### src/rtl/pfx_bitops_pkg.sv
package pfx_bitops_pkg;

    localparam int DW     = 8;   // operand and sub-opcode width
    localparam int AW     = 16;  // memory address width
    localparam int SELW   = 3;   // operand-code width
    localparam int IDXW   = $clog2(DW);
    localparam int NIB    = DW / 2;

    localparam logic [SELW-1:0] MEM_SLOT = 3'd6;

    // flag bit positions
    localparam int FZ = 7;
    localparam int FN = 6;
    localparam int FH = 5;
    localparam int FC = 4;

    typedef enum logic [2:0] {
        K_SLA, K_SRA, K_SRL, K_TST, K_CLR, K_SET, K_BAD
    } kind_e;

    typedef enum logic [1:0] {
        PH_IDLE, PH_RD, PH_CALC, PH_WR
    } phase_e;

    typedef struct packed {
        kind_e           kind;
        logic [IDXW-1:0] bidx;
        logic [SELW-1:0] slot;
        logic            mem;
    } dec_t;

    typedef struct packed {
        logic [DW-1:0] val;
        logic [DW-1:0] flg;
        logic          wr_val;
        logic          wr_flg;
    } alu_res_t;

    function automatic logic [DW-1:0] mk_flags(input logic z, input logic n,
                                               input logic h, input logic c);
        logic [DW-1:0] f;
        f     = '0;
        f[FZ] = z;
        f[FN] = n;
        f[FH] = h;
        f[FC] = c;
        return f;
    endfunction

    function automatic kind_e shift_kind(input logic [2:0] grp);
        case (grp)
            3'b100:  return K_SLA;
            3'b101:  return K_SRA;
            3'b111:  return K_SRL;
            default: return K_BAD;
        endcase
    endfunction

endpackage

### src/rtl/pfx_decode.sv
module pfx_decode
    import pfx_bitops_pkg::*;
(
    input  logic [DW-1:0] subop,
    output dec_t          dec
);
    always_comb begin
        dec.bidx = subop[5:3];
        dec.slot = subop[2:0];
        dec.mem  = (subop[2:0] == MEM_SLOT);
        case (subop[7:6])
            2'b01:   dec.kind = K_TST;
            2'b10:   dec.kind = K_CLR;
            2'b11:   dec.kind = K_SET;
            default: dec.kind = shift_kind(subop[5:3]);
        endcase
    end
endmodule

### src/rtl/pfx_bit_alu.sv
module pfx_bit_alu
    import pfx_bitops_pkg::*;
(
    input  dec_t          dec,
    input  logic [DW-1:0] opv,
    input  logic [DW-1:0] flags_in,
    output alu_res_t      res
);
    logic [DW-1:0] mask;
    logic          bit_val;
    logic [DW-1:0] shv;
    logic          sh_c;

    for (genvar g = 0; g < DW; g++) begin : g_mask
        assign mask[g] = (dec.bidx == IDXW'(g));
    end

    assign bit_val = |(opv & mask);

    always_comb begin
        shv  = opv;
        sh_c = 1'b0;
        case (dec.kind)
            K_SLA: begin
                shv  = {opv[DW-2:0], 1'b0};
                sh_c = opv[DW-1];
            end
            K_SRA: begin
                shv  = {opv[DW-1], opv[DW-1:1]};
                sh_c = opv[0];
            end
            K_SRL: begin
                shv  = {1'b0, opv[DW-1:1]};
                sh_c = opv[0];
            end
            default: ;
        endcase
    end

    always_comb begin
        res.val    = opv;
        res.flg    = '0;
        res.wr_val = 1'b0;
        res.wr_flg = 1'b0;
        case (dec.kind)
            K_SLA, K_SRA, K_SRL: begin
                res.val    = shv;
                res.flg    = mk_flags(shv == '0, 1'b0, 1'b0, sh_c);
                res.wr_val = 1'b1;
                res.wr_flg = 1'b1;
            end
            K_TST: begin
                res.flg    = mk_flags(!bit_val, 1'b0, 1'b1, flags_in[FC]);
                res.wr_flg = 1'b1;
            end
            K_CLR: begin
                res.val    = opv & ~mask;
                res.wr_val = 1'b1;
            end
            K_SET: begin
                res.val    = opv | mask;
                res.wr_val = 1'b1;
            end
            default: ;
        endcase
    end
endmodule

### src/rtl/pfx_seq.sv
module pfx_seq
    import pfx_bitops_pkg::*;
(
    input  logic   clk,
    input  logic   rst,
    input  logic   start,
    input  logic   is_mem,
    input  logic   is_bad,
    output phase_e phase,
    output logic   fire_reg,
    output logic   fire_bad,
    output logic   launch_mem,
    output logic   in_calc
);
    phase_e ph_q;
    logic   idle;

    assign idle       = (ph_q == PH_IDLE);
    assign fire_bad   = start && idle && is_bad;
    assign fire_reg   = start && idle && !is_bad && !is_mem;
    assign launch_mem = start && idle && !is_bad && is_mem;
    assign in_calc    = (ph_q == PH_CALC);
    assign phase      = ph_q;

    always_ff @(posedge clk) begin
        if (rst) begin
            ph_q <= PH_IDLE;
        end else begin
            case (ph_q)
                PH_IDLE: if (launch_mem) ph_q <= PH_RD;
                PH_RD:   ph_q <= PH_CALC;
                PH_CALC: ph_q <= PH_WR;
                default: ph_q <= PH_IDLE;
            endcase
        end
    end


    seq_calc_after_rd_chk: assert property (@(posedge clk) disable iff (rst)
        (ph_q == PH_CALC) |-> $past(ph_q) == PH_RD);


    seq_wr_after_calc_chk: assert property (@(posedge clk) disable iff (rst)
        (ph_q == PH_WR) |-> $past(ph_q) == PH_CALC);
endmodule

### src/rtl/pfx_bitops_unit.sv
module pfx_bitops_unit
    import pfx_bitops_pkg::*;
(
    input  logic            clk,
    input  logic            rst,
    input  logic            start,
    input  logic [DW-1:0]   subop,
    input  logic [AW-1:0]   hl,
    output logic [SELW-1:0] rf_rd_sel,
    input  logic [DW-1:0]   rf_rd_data,
    output logic            rf_wr_en,
    output logic [SELW-1:0] rf_wr_sel,
    output logic [DW-1:0]   rf_wr_data,
    output logic [AW-1:0]   mem_addr,
    output logic            mem_rd_en,
    input  logic [DW-1:0]   mem_rdata,
    output logic            mem_wr_en,
    output logic [DW-1:0]   mem_wdata,
    input  logic [DW-1:0]   flags_in,
    output logic            flags_we,
    output logic [DW-1:0]   flags_out,
    output logic            done,
    output logic            illegal
);
    dec_t     dec_live, dec_q, alu_dec;
    alu_res_t res;
    logic [DW-1:0] alu_in;
    phase_e   phase;
    logic     fire_reg, fire_bad, launch_mem, in_calc;

    logic            done_q, illegal_q, rf_we_q, mem_rd_q, mem_wr_q, flags_we_q;
    logic [SELW-1:0] rf_sel_q;
    logic [DW-1:0]   wdata_q, flags_q;
    logic [AW-1:0]   addr_q;

    pfx_decode u_dec (
        .subop (subop),
        .dec   (dec_live)
    );

    pfx_seq u_seq (
        .clk        (clk),
        .rst        (rst),
        .start      (start),
        .is_mem     (dec_live.mem),
        .is_bad     (dec_live.kind == K_BAD),
        .phase      (phase),
        .fire_reg   (fire_reg),
        .fire_bad   (fire_bad),
        .launch_mem (launch_mem),
        .in_calc    (in_calc)
    );

    always_comb begin
        alu_dec = in_calc ? dec_q     : dec_live;
        alu_in  = in_calc ? mem_rdata : rf_rd_data;
    end

    pfx_bit_alu u_alu (
        .dec      (alu_dec),
        .opv      (alu_in),
        .flags_in (flags_in),
        .res      (res)
    );

    always_ff @(posedge clk) begin
        if (rst) begin
            done_q     <= 1'b0;
            illegal_q  <= 1'b0;
            rf_we_q    <= 1'b0;
            mem_rd_q   <= 1'b0;
            mem_wr_q   <= 1'b0;
            flags_we_q <= 1'b0;
            rf_sel_q   <= '0;
            wdata_q    <= '0;
            flags_q    <= '0;
            addr_q     <= '0;
            dec_q      <= '{kind: K_BAD, bidx: '0, slot: '0, mem: 1'b0};
        end else begin
            done_q     <= 1'b0;
            illegal_q  <= 1'b0;
            rf_we_q    <= 1'b0;
            mem_rd_q   <= 1'b0;
            mem_wr_q   <= 1'b0;
            flags_we_q <= 1'b0;
            if (fire_bad) begin
                illegal_q <= 1'b1;
            end
            if (fire_reg) begin
                done_q     <= 1'b1;
                rf_we_q    <= res.wr_val;
                rf_sel_q   <= dec_live.slot;
                wdata_q    <= res.val;
                flags_we_q <= res.wr_flg;
                if (res.wr_flg) flags_q <= res.flg;
            end
            if (launch_mem) begin
                dec_q    <= dec_live;
                addr_q   <= hl;
                mem_rd_q <= 1'b1;
            end
            if (in_calc) begin
                done_q     <= 1'b1;
                mem_wr_q   <= res.wr_val;
                wdata_q    <= res.val;
                flags_we_q <= res.wr_flg;
                if (res.wr_flg) flags_q <= res.flg;
            end
        end
    end

    assign rf_rd_sel  = dec_live.slot;
    assign rf_wr_en   = rf_we_q;
    assign rf_wr_sel  = rf_sel_q;
    assign rf_wr_data = wdata_q;
    assign mem_addr   = addr_q;
    assign mem_rd_en  = mem_rd_q;
    assign mem_wr_en  = mem_wr_q;
    assign mem_wdata  = wdata_q;
    assign flags_we   = flags_we_q;
    assign flags_out  = flags_q;
    assign done       = done_q;
    assign illegal    = illegal_q;


    flags_low_nibble_chk: assert property (@(posedge clk) disable iff (rst)
        flags_out[NIB-1:0] == '0);


    illegal_quiet_chk: assert property (@(posedge clk) disable iff (rst)
        illegal |-> !done && !rf_wr_en && !mem_wr_en && !flags_we);


    reg_write_timing_chk: assert property (@(posedge clk) disable iff (rst)
        rf_wr_en |-> done && $past(start));


    mem_wr_after_rd_chk: assert property (@(posedge clk) disable iff (rst)
        mem_wr_en |-> done && $past(mem_rd_en, 2));


    mem_wr_addr_chk: assert property (@(posedge clk) disable iff (rst)
        mem_wr_en |-> mem_addr == $past(hl, 3));


    test_flags_chk: assert property (@(posedge clk) disable iff (rst)
        (flags_we && !rf_wr_en && !mem_wr_en) |-> flags_out[FH] && !flags_out[FN]);


    no_dual_write_chk: assert property (@(posedge clk) disable iff (rst)
        !(rf_wr_en && mem_wr_en));
endmodule

### config.mk
export PLATFORM = sky130hd
export DESIGN_NAME = pfx_bitops_unit
export DESIGN_NICKNAME = d
export VERILOG_FILES = /design/src/rtl/pfx_bitops_pkg.sv /design/src/rtl/pfx_decode.sv /design/src/rtl/pfx_bit_alu.sv /design/src/rtl/pfx_seq.sv /design/src/rtl/pfx_bitops_unit.sv
export SDC_FILE = /design/constraint.sdc
export NUM_CORES = 1
export LEC_CHECK = 0
export ABC_AREA = 1
export CAP_MARGIN = 15
export CORE_ASPECT_RATIO = 0.7
export CORE_MARGIN = 4
export CORE_UTILIZATION = 40
export CTS_CLUSTER_DIAMETER = 40
export DETAILED_ROUTE_END_ITERATION = 16
export PLACE_DENSITY = 0.89
export SLEW_MARGIN = 40
export SYNTH_ARGS = -nofsm -noshare
export SYNTH_HDL_FRONTEND = slang
export SYNTH_SLANG_ARGS = --single-unit
### constraint.sdc
create_clock -name clk -period 1.9 [get_ports clk]
set_input_delay 0.19 -clock clk [delete_from_list [all_inputs] [get_ports clk]]
set_output_delay 0.19 -clock clk [all_outputs]
set_load 0.02 [all_outputs]
After elaboration in Yosys (flattened, before gate mapping)
Index checks and enable logic that the tools add are counted.

Equal/unequal tests: 23. Multiplexer cells: 24. Bitwise operators: 6. Reductions and logical operators: 20.

Operator list (count): $mux 8 (7); $pmux 8 s3 (2); $eq 3x3->1 const B (11); $pmux 3 s3 (2); $and 8x8->8 (2); $pmux 8 s2 (1); $eq 3x2->1 const B (4); $mux 10 (1); $logic_not 8->1 (1); $mux 1 (8); $not 8->8 (1); $or 8x8->8 (1); $reduce_or 8->1 (1); $eq 2x2->1 const B (3); $eq 3x1->1 const B (2); $logic_not 3->1 (2); $pmux 2 s3 (1); $reduce_or 2->1 (3); $logic_and 1x1->1 (5); $reduce_or 5->1 (1); $eq 2x1->1 const B (2); $reduce_or 4->1 (1); $logic_not 1->1 (3); $reduce_or 3->1 (1); other kinds (6) (7).

Bits in registers: 53. Input bits: 51. Output and inout bits: 52. Word-level logic and storage cells: 88.

Depth between registers and ports, before layout
Gate-level depths: netlist of the first run.

Depth after elaboration: 13. Mapped depth: 15. Mapped depth without buffers: 14.

Hierarchy
A second synthesis of the first run with hierarchy kept.

Cells, all modules: 455. Area, all modules: 2970.3 um2.

By module, submodules not included: pfx_bitops_unit (instances 1, cells an instance 294, area an instance 2089.5 um2, sequential area each 1021.0 um2); pfx_bit_alu (instances 1, cells an instance 119, area an instance 628.1 um2, sequential area each 0.0 um2); pfx_seq (instances 1, cells an instance 23, area an instance 152.6 um2, sequential area each 40.0 um2); pfx_decode (instances 1, cells an instance 19, area an instance 100.1 um2, sequential area each 0.0 um2).

Least setup slack after synthesis of the first run
No wires, ideal clock.

Path kind: register to register. From: register u_seq.ph_q[0], in the netlist u_seq.phase[0]. To: register flags_q[7], in the netlist flags_out[7]. Library setup time: 0.113 ns. Data arrival time: 1.721 ns. Data required time: 1.787 ns. Path slack: 0.066 ns. Cell stages (with the launch flop): 15. Buffers on the path: 2. Period minus slack after synthesis: 1.834 ns. Path through: dfxtp_1 -> inv_1 -> ha_1 -> buf_6 -> buf_4 -> nand2_1 -> nand2_4 -> nor2_4 -> nand2_2 -> a21oi_1 -> nor2_1 -> nand3_1 -> o21bai_1 -> nand2_1 -> nand2_1.

Cells in the longest elaborated chain, start to end: 11. Elaborated cells on any way between the ends: 32. Classes of those cells: eq/ne: 11; mux: 9; bitwise: 1; reduce/logical: 11.

Ends and longest elaborated chain: start: declaration (line pfx_seq.sv:15) `phase_e ph_q;`; start signal: assignment (line pfx_seq.sv:27) `ph_q <= PH_IDLE;`; start signal: assignment (line pfx_seq.sv:30) `PH_IDLE: if (launch_mem) ph_q <= PH_RD;`; start signal: assignment (line pfx_seq.sv:31) `PH_RD: ph_q <= PH_CALC;`; $eq 2x2->1 (line pfx_seq.sv:22) `assign in_calc = (ph_q == PH_CALC);`; $mux 10 (line pfx_bitops_unit.sv:55) `alu_dec = in_calc ? dec_q : dec_live;`; $eq 3x1->1, or another cell as far along (line pfx_bit_alu.sv:15) `assign mask[g] = (dec.bidx == IDXW'(g));`; $and 8x8->8 (line pfx_bit_alu.sv:18) `assign bit_val = |(opv & mask);`; $reduce_or 8->1 (line pfx_bit_alu.sv:18); $logic_not 1->1 (line pfx_bit_alu.sv:53) `res.flg = mk_flags(!bit_val, 1'b0, 1'b1, flags_in[FC]);`; $pmux 8 s2 (line pfx_bit_alu.sv:45) `case (dec.kind)`; $mux 8 (line pfx_bitops_unit.sv:95) `if (res.wr_flg) flags_q <= res.flg;`; $mux 8 (line pfx_bitops_unit.sv:89) `if (fire_reg) begin`; $mux 8 (line pfx_bitops_unit.sv:107) `if (res.wr_flg) flags_q <= res.flg;`; $mux 8 * (line pfx_bitops_unit.sv:102) `if (in_calc) begin`; end signal: assignment (line pfx_bitops_unit.sv:95); end signal: assignment (line pfx_bitops_unit.sv:107); end: declaration (line pfx_bitops_unit.sv:33) `logic [DW-1:0] wdata_q, flags_q;`.

Mark *: on every way between the ends. The rest lies on a longest branch, timed or not. A chain may end at the register's enable or synchronous reset.

Worst setup path after layout of the first run
Ends and elaborated chain as after synthesis.

==> impl_metrics.ini, run 1 <==
[status]
status = complete, but fails checks
violations = negative setup slack

[logic_synthesis]
synth_cell_type_count = 36
synth_top_flop_cell = dfxtp_1
synth_area_leaders = dfxtp_1, nor2_1, nand2_1, o21ai_0, a21oi_1
syn_area_mm2 = 0.00272
ys_warn_count = 0
syn-num-nets = 432
ys_ff_latch = 49
postSynthAreaPerCell_um2 = 7.20
ys_top_cells_by_count = nor2_1, nand2_1, dfxtp_1
yosysTopAreaCellShare_pct = 36.1
ys_seq_area_share_pct = 36.1
synth_most_common_cell = nor2_1
yosysTopAreaCell = dfxtp_1
async_reset_ff_share_pct = 0
syn_inst = 378
synth_edf_count = 0

[placed_design]
dpl_worst_slack_ns = -0.299
portBuffers = 95
gp_congestion = 0.972
dp_hpwl_um = 6920
dpl_cell_area_mm2 = 0.00408

[final_layout]
final_nets = 572
n_antenna_cell = 0
fillers = 532
drive_gt1_share_pct = 25.0
areaGrowthSynthToFinish_pct = 62.0
stdcell_area_mm2 = 0.00441

[cts]
tritoncts = built
clock_path_buffers = 2
clk_latency_ns = 0.31
cts_hold_buffers = 0
cts_made_buffers = 5
cts.sinks = 49
htree_levels = 2
clkTransAtPathRegs_ns = 0.10
clock_tree.root_cell = clkbuf_8

[route]
drcViolationCount = 0
wl_met3_um = 823
drt-wirelength-per-cell_um = 15.4
wl_met1_um = 4190
totalWireLength_um = 9400
vias = 3179
routed_via_density = 5.21
detailroute.wirelength.met2_um = 4220
drt_iter0_drc = 222
firstDrtPassIters = 5
top_layer_used = met4
drt.antenna.violating_nets = 0

[setup_path]
reg2reg_from = u_seq.phase[0]
reg2reg_slack_ns = -0.07
cp-end-kind = register
cp_common_cell = nand2_1
crit_buf_inv = 2
cp.depth = 12
criticalPathCategory = register to register
path_delay_family = simple AND/OR/NAND/NOR gates
path_max_fanout = 15
reg2reg_to = flags_out[7]
max_stage_delay_ns = 0.33
worst_path_max_delay_cell = dfxtp_2
worstPathCellList = inv_2 > ha_4 > inv_8 > or2_1 > o21a_1 > nand4_1 > nand2_1 > nor2_2 > nand3_1 > o21bai_1 > nand2_1 > nand2_1
critPathLaunch = u_seq.phase[0]
endpoint = flags_out[7]
required_ns = 2.16
startpoint_type = register
worst-endpoint-arrival_ns = 2.24
r2r_cells = 12

[global_route]
grt_first_pass_wirelength_um = 15100
grt.total_usage_pct = 22.6
grt_max_degree = 34
antenna_found_initial = 0
grt_pass1_vias = 3051
grt_overflow = 0

[sta]
finalCritPeriodShare_pct = 104
fin_crit_ns = 1.97
finClkSkew_ns = 0.00919
hold_viol = 0
setup_viol = 4
slew_headroom_pct = 78.5
holdWs_ns = 0.452
rsz0062_at_grt = true
slew_violations = 0
clock.fmax_mhz = 507
tightest_slew_ns = 0.323
setup_ws_ns = -0.0740

[power_and_ir_drop]
switching_share_pct = 37.8
peakVddDrop_mv = 0.412
power_density_mw_per_mm2 = 908
intPower_mw = 2.49
p_sw_mw = 1.51
combPwrFrac_pct = 50.2
power.leakage_nw = 1.84
seqPwrFrac_pct = 30.6
clock_power_share_pct = 19.2

[floorplan]
core_area_mm2 = 0.00640
pin_count = 103
die_x_um = 107
dieHeight_um = 77.0
die_area_mm2 = 0.00820
rows = 24
start_util_pct = 42.5

[flow_run]
drv_cap = 0

[hold_path]
hp-class = input port to register
-- routing by layer --
metal / global-route usage [%] / vias to the layer above
met3: 7.13 / 18
met4: 5.75 / 0
li1: - / 1532
met5: 0 / -
met2: 36.4 / 156
met1: 29.4 / 1473
-- through the flow --
stage	util (%)	std cells	TNS [ns]	power, mW
after floorplan	-	378	0	2.27
after global placement	63.8	594	-1.70	3.01
after detailed placement	63.8	594	-2.68	3.05
after CTS	68.3	610	0	3.95
after global routing	68.9	610	-1.30	4.20
final	68.9	610	-0.177	4.00
-- tightest hold or removal path, delay by kind of cell --
family,cells,cell delay [ns]
AND/OR/NAND/NOR,2,0.15
buffers and inverters,1,0.40
-- logic make-up after synthesis --
group / after synthesis / synth area share (%)
AO/OA/AOI/OAI: 88 / 18.7
adder cells (fa/ha/maj): 3 / 1.38
buffers and inverters: 56 / 10.7
flip-flops: 49 / 36.1
AND/OR/NAND/NOR: 182 / 33.1
-- power groups by stage --
stage | Combinational (mW) | Clock (mW) | Sequential [mW]
after floorplan | 0.918 | 0 | 1.35
after global placement | 1.78 | 0 | 1.23
after detailed placement | 1.81 | 0 | 1.24
final | 2.01 | 0.767 | 1.22
after global routing | 2.14 | 0.819 | 1.24
after CTS | 1.95 | 0.776 | 1.22
-- area by class of cell --
cell class              instances  area (um^2)  area share, %
clock buffers                   5         68.8           1.56
multi-input cells             273         1550           35.2
well taps                      91          114           2.58
flip-flops and latches         49          983           22.3
repair buffers                159         1530           34.6
inverters                      30          120           2.73
clock inverters                 3         43.8          0.994
-- how the worst min path moves through the flow --
stage | start | to | cells past startpoint
2_1_floorplan | hl[0] | mem_addr[0] | 2
3_3_place_gp | register | register | 2
3_5_place_dp | register | register | 2
4_1_cts | hl[1] | mem_addr[1] | 3
5_1_grt | hl[5] | mem_addr[5] | 3
6_report | hl[8] | mem_addr[8] | 3
-- placed cells by master, fill, tap and decap left out, drive strengths merged --
master         synthesis  routed
clkdlybuf4s50          0      95
o21a                   4       4
dfxtp                 49      49
o211ai                 1       1
a211oi                 1       1
nor2                  70      70
o21bai                 1       1
nor3                   3       3
nand4                 10      10
clkbuf                 8       5
nand2                 59      59
o221ai                 1       1
o21ai                 41      41
a31oi                  5       5
a21oi                 31      31
o22ai                  3       3
bufinv                 0       1
ha                     3       3
inv                   29      30
buf                   18      64
clkinv                 1       2
nand3                 30      30
or2                   10      10
-- timing repair --
action	in CTS	in global routing
buffers inserted	7	0
pin swaps	9	2
gates cloned	1	0
gates resized for setup	19	10
setup endpoints to repair	10	10
Power figures use the tool's default switching activity.
==> run 2: changes to the inputs <==
--- a/config.mk
+++ b/config.mk
@@ -13,6 +13,7 @@
 export CTS_CLUSTER_DIAMETER = 40
 export DETAILED_ROUTE_END_ITERATION = 16
 export PLACE_DENSITY = 0.89
+export SETUP_SLACK_MARGIN = 0.2
 export SLEW_MARGIN = 40
 export SYNTH_ARGS = -nofsm -noshare
 export SYNTH_HDL_FRONTEND = slang
==> run 2 against run 1 <==
Net effect:
- the run still ends with negative setup slack left
- utilization grew 6.7 points
- cell count rose by 3.0%
- sequential share of layout area decreased by 2.0 points
- clock-buffer cell count unchanged
- combinational power is 19% higher
- critical endpoint unchanged
- die area is the same
- clock skew is 0.0012 ns lower
- global-route usage is 0.68 points lower
- fmax down 6.5%
==> impl_metrics.ini, run 2 (same netlist as run 1, synthesis figures left out) <==
[route]
drt-wirelength-per-cell_um = 17.7
routed_via_density = 5.55
firstDrtPassIters = 9
totalWireLength_um = 11100
drcViolationCount = 0
drt.antenna.violating_nets = 0
vias = 3485
drt_iter0_drc = 468

[status]
status = complete, but fails checks
violations = negative setup slack

[setup_path]
max_stage_delay_ns = 0.34
endpoint = flags_out[7]
worstPathCellList = inv_2 > ha_4 > inv_8 > or2_0 > o21a_1 > inv_2 > o22ai_1 > or2_1 > nor2_1 > o21bai_1 > nand2_1 > nand2_1
path_max_fanout = 10
cp-end-kind = register
worst-endpoint-arrival_ns = 2.37
criticalPathCategory = register to register
required_ns = 2.16
critPathLaunch = u_seq.phase[0]
r2r_cells = 12
startpoint_type = register
reg2reg_to = flags_out[7]
reg2reg_from = u_seq.phase[0]
reg2reg_slack_ns = -0.21
worst_path_max_delay_cell = dfxtp_2

[power_and_ir_drop]
power_density_mw_per_mm2 = 881
seqPwrFrac_pct = 28.8
power.leakage_nw = 1.97
clock_power_share_pct = 15.1
switching_share_pct = 40.4
combPwrFrac_pct = 56.2
p_sw_mw = 1.72
intPower_mw = 2.54
peakVddDrop_mv = 0.399

[sta]
slew_headroom_pct = 74.8
finClkSkew_ns = 0.00803
slew_violations = 0
rsz0062_at_grt = true
fin_crit_ns = 2.11
finalCritPeriodShare_pct = 111
setup_viol = 9
tightest_slew_ns = 0.376
setup_ws_ns = -0.211
clock.fmax_mhz = 474
hold_viol = 0

[global_route]
grt_max_degree = 34
grt.total_usage_pct = 22.0
grt_overflow = 0
grt_pass1_vias = 3137
grt_first_pass_wirelength_um = 14800
antenna_found_initial = 0

[floorplan]
core_area_mm2 = 0.00640
rows = 24
die_x_um = 107
dieHeight_um = 77.0
die_area_mm2 = 0.00820
start_util_pct = 42.5
pin_count = 103

[placed_design]
dpl_worst_slack_ns = -0.236
portBuffers = 95
dp_hpwl_um = 6690
gp_congestion = 1.11

[cts]
clock_tree.root_cell = clkbuf_8
htree_levels = 2
cts_made_buffers = 5
cts_hold_buffers = 0
clkTransAtPathRegs_ns = 0.10
clk_latency_ns = 0.32
cts.sinks = 49
tritoncts = built
clock_path_buffers = 2

[final_layout]
final_nets = 590
mostFrequentLayoutCells = clkdlybuf4s50_1, buf_4, dfxtp_1
n_antenna_cell = 0
post-route-util_pct = 75.5
drive_gt1_share_pct = 35.4
final_common_cell = clkdlybuf4s50_1
areaGrowthSynthToFinish_pct = 77.6

[hold_path]
hp-class = register to register

[flow_run]
drv_cap = 0
==> run 2: cell count changes in the layout (fill, tap and decap cells not counted), sizes merged <==
cell	before	now
buf	64	76
clkinv	2	6
clkbuf	5	8
inv	30	27
nand2	59	62
bufinv	1	0
==> run 2: worst max-delay path: cells and delay by family, from the launching register on <==
kind,cells,cell delay (ns)
and+or+nand+nor,5,0.80
AOI/OAI and AO/OA,3,0.46
DFF,1,0.34
buffers and inverters,3,0.25
adders and majority gates,1,0.21
==> run 2: what timing repair did <==
item	4_1_cts	5_1_grt
endpoints found under the setup margin	17	37
cloned	2	5
pin swaps	4	28
resized for setup	26	58
setup buffers	8	14
==> run 2: through the flow <==
stage	instances	instance area [um^2]	hold WS, ns	TNS (ns)	power (mW)
global route	628	4830	0.459	-1.68	4.45
finish	628	4830	0.451	-0.845	4.26
floorplan	378	2770	0.325	0	2.31
global placement	591	4110	0.430	-1.70	3.02
detailed placement	591	4110	0.436	-2.32	3.07
CTS	609	4400	0.449	-0.0363	3.86
==> run 2: final cells by class <==
cell class              instances  area, um^2
clock inverters                 3        22.5
repair buffers                174        1710
multi-input cells             276        1800
inverters                      30         130
well taps                      91         114
fillers                       448        1560
flip-flops and latches         49         983
clock buffers                   5        68.8
==> run 2: how the worst min path moves through the flow <==
stage | cells after the start | to | start | slack (ns)
after floorplan | 2 | mem_addr[0] | hl[0] | 0.32
after global placement | 2 | register | register | 0.43
after detailed placement | 2 | register | register | 0.44
after CTS | 2 | register | register | 0.45
after global routing | 3 | mem_addr[7] | hl[7] | 0.46
final | 2 | register | register | 0.45
==> run 2: per-layer routing <==
metal	track usage [%]	wire [um]
met2	36.4	5280
met1	26.8	4230
met4	6.77	468
met5	0	0
met3	7.55	1120
==> run 2: power groups by stage <==
stage | Sequential (mW) | Clock (mW) | Combinational [mW]
after detailed placement | 1.24 | 0 | 1.83
after global placement | 1.24 | 0 | 1.78
after floorplan | 1.36 | 0 | 0.948
after CTS | 1.22 | 0.646 | 1.99
final | 1.22 | 0.641 | 2.39
after global routing | 1.24 | 0.696 | 2.52
==> run 3: changes to the inputs <==
--- a/config.mk
+++ b/config.mk
@@ -13,8 +13,10 @@
 export CTS_CLUSTER_DIAMETER = 40
 export DETAILED_ROUTE_END_ITERATION = 16
 export PLACE_DENSITY = 0.89
+export REMOVE_ABC_BUFFERS = 1
 export SETUP_SLACK_MARGIN = 0.2
 export SLEW_MARGIN = 40
 export SYNTH_ARGS = -nofsm -noshare
 export SYNTH_HDL_FRONTEND = slang
 export SYNTH_SLANG_ARGS = --single-unit
+export TNS_END_PERCENT = 20
==> run 3 against run 2 <==
Net effect:
- the run still ends with negative setup slack left
- sequential share of layout area up 1.2 points
- register-to-register slack better by 0.13 ns
- combinational power down 11%
- sequential power about the same
- clock-buffer cell count up 2
- largest cell class is now buffers
- largest power group unchanged
==> impl_metrics.ini, run 3 (same netlist as run 1, synthesis figures left out) <==
[cts]
tritoncts = built
htree_levels = 2
cts.sinks = 49
cts_hold_buffers = 0
clk_latency_ns = 0.31
clkTransAtPathRegs_ns = 0.09
clock_path_buffers = 2
clock_tree.root_cell = clkbuf_8
cts_made_buffers = 5

[power_and_ir_drop]
power.leakage_nw = 1.92
peakVddDrop_mv = 0.439
power.total_mw = 4.05
power_density_mw_per_mm2 = 885

[setup_path]
worst_path_max_delay_cell = dfxtp_2
startpoint_type = register
criticalPathCategory = register to register
worst-endpoint-arrival_ns = 2.19
cp_common_cell = nor2_1
max_stage_delay_ns = 0.34
path_delay_family = simple AND/OR/NAND/NOR gates
required_ns = 2.11
path_max_fanout = 5
worstPathCellList = inv_2 > ha_4 > buf_16 > o21ai_4 > buf_6 > nand3_2 > nor2_1 > nor2_1 > nand4_1 > nor2_1 > o21bai_1 > nand2_1 > nand2_1
cp-end-kind = register
crit_buf_inv = 3

[floorplan]
dieHeight_um = 77.0
rows = 24
pin_count = 103
start_util_pct = 42.5
core_area_mm2 = 0.00640
die_area_mm2 = 0.00820
die_x_um = 107

[sta]
finalCritPeriodShare_pct = 104
rsz0062_at_grt = true
hold_viol = 0
clock.fmax_mhz = 505
finClkSkew_ns = 0.00862
slew_violations = 0
tightest_slew_ns = 0.379
setup_ws_ns = -0.0809
setup_viol = 4
fin_crit_ns = 1.98
slew_headroom_pct = 74.7

[final_layout]
stdcell_area_mm2 = 0.00457
multi_input_area_mm2 = 0.00162
n_antenna_cell = 0
fillers = 476
seqCellArea_um2 = 983
final_nets = 582
mostFrequentLayoutCells = clkdlybuf4s50_1, nor2_1, buf_4
final_common_cell = clkdlybuf4s50_1
final-instance-count-excl-fill = 620
areaGrowthSynthToFinish_pct = 68.0
drive_gt1_share_pct = 29.3

[status]
violations = negative setup slack
status = complete, but fails checks

[global_route]
grt_max_degree = 36
grt_first_pass_wirelength_um = 14700
antenna_found_initial = 0
grt.total_usage_pct = 22.0
grt_pass1_vias = 3082
grt_overflow = 0

[flow_run]
drv_cap = 0

[placed_design]
dp_hpwl_um = 6510
placed_cells = 592
dpl_cell_area_mm2 = 0.00405
portBuffers = 95
gp_congestion = 0.955

[route]
firstDrtPassIters = 4
drt-wirelength-per-cell_um = 15.2
drt_iter0_drc = 203
drt.antenna.violating_nets = 0
vias = 3154
routed_via_density = 5.09
totalWireLength_um = 9420
drcViolationCount = 0

[hold_path]
hp-class = input port to register
## run 3: cell count changes in the layout (fill, tap and decap cells not counted), sizes merged
cell | before | now
clkinv | 6 | 2
nand2 | 62 | 59
buf | 76 | 74
inv | 27 | 29
clkbuf | 8 | 7
clkdlybuf4s50 | 95 | 94
dlymetal6s2s | 0 | 1
## run 3: cell type report
type	count	share of cell area, %
repair buffers	169	35.6
multi-input cells	273	35.5
clock buffers	7	2.11
inverters	30	2.63
flip-flops and latches	49	21.5
well taps	91	2.49
clock inverters	1	0.109
## run 3: worst paths after layout
path	slack, ns	to	startpoint	depth (start not counted)
max	-0.08	flags_out[7]	u_seq.phase[0]	13
min	0.34	dec_q[6]	subop[5]	4
max reg2reg	-0.08	flags_out[7]	u_seq.phase[0]	13
min reg2reg	0.45	register	register	2
## run 3: repair_timing
action	in CTS	in global routing
setup buffers	11	8
pin swaps	15	10
gates cloned	1	0
setup endpoints to repair	19	42
resized for setup	33	32
## run 3: per-stage QoR
| step | TNS, ns | setup slack [ns] | hold slack, ns | utilization [%] |
|---|---|---|---|---|
| floorplan | -2.96 | -0.296 | 0.259 | - |
| global placement | -1.39 | -0.188 | 0.430 | 63.3 |
| detailed placement | -5.44 | -0.281 | 0.435 | 63.3 |
| CTS | 0 | 0.0119 | 0.447 | 68.4 |
| global route | -0.665 | -0.135 | 0.350 | 71.5 |
| finish | -0.139 | -0.0809 | 0.343 | 71.5 |
## run 3: where the power goes
group	switching [mW]	total [mW]	internal, mW	leakage, nW
logic	1.13	2.13	1.00	1.47
registers	0.0753	1.23	1.15	0.400
clock network	0.359	0.688	0.330	0.0542
total	1.56	4.05	2.48	1.92
## run 3: tightest hold or removal path, delay by kind of cell
kind	cells	cell delay (ns)
buffers and inverters	3	0.37
AO/OA/AOI/OAI	1	0.05
## run 3: routing by layer
layer  wire length [um]  vias up  track usage (%)  part of all wire (%)
li1                   -     1547                -                     -
met1               4130     1458             27.5                    44
met2               4270      133             35.5                    45
met3                910       16             8.14                   9.7
met4                120        0             5.87                   1.3
met5                  0        -                0                     0
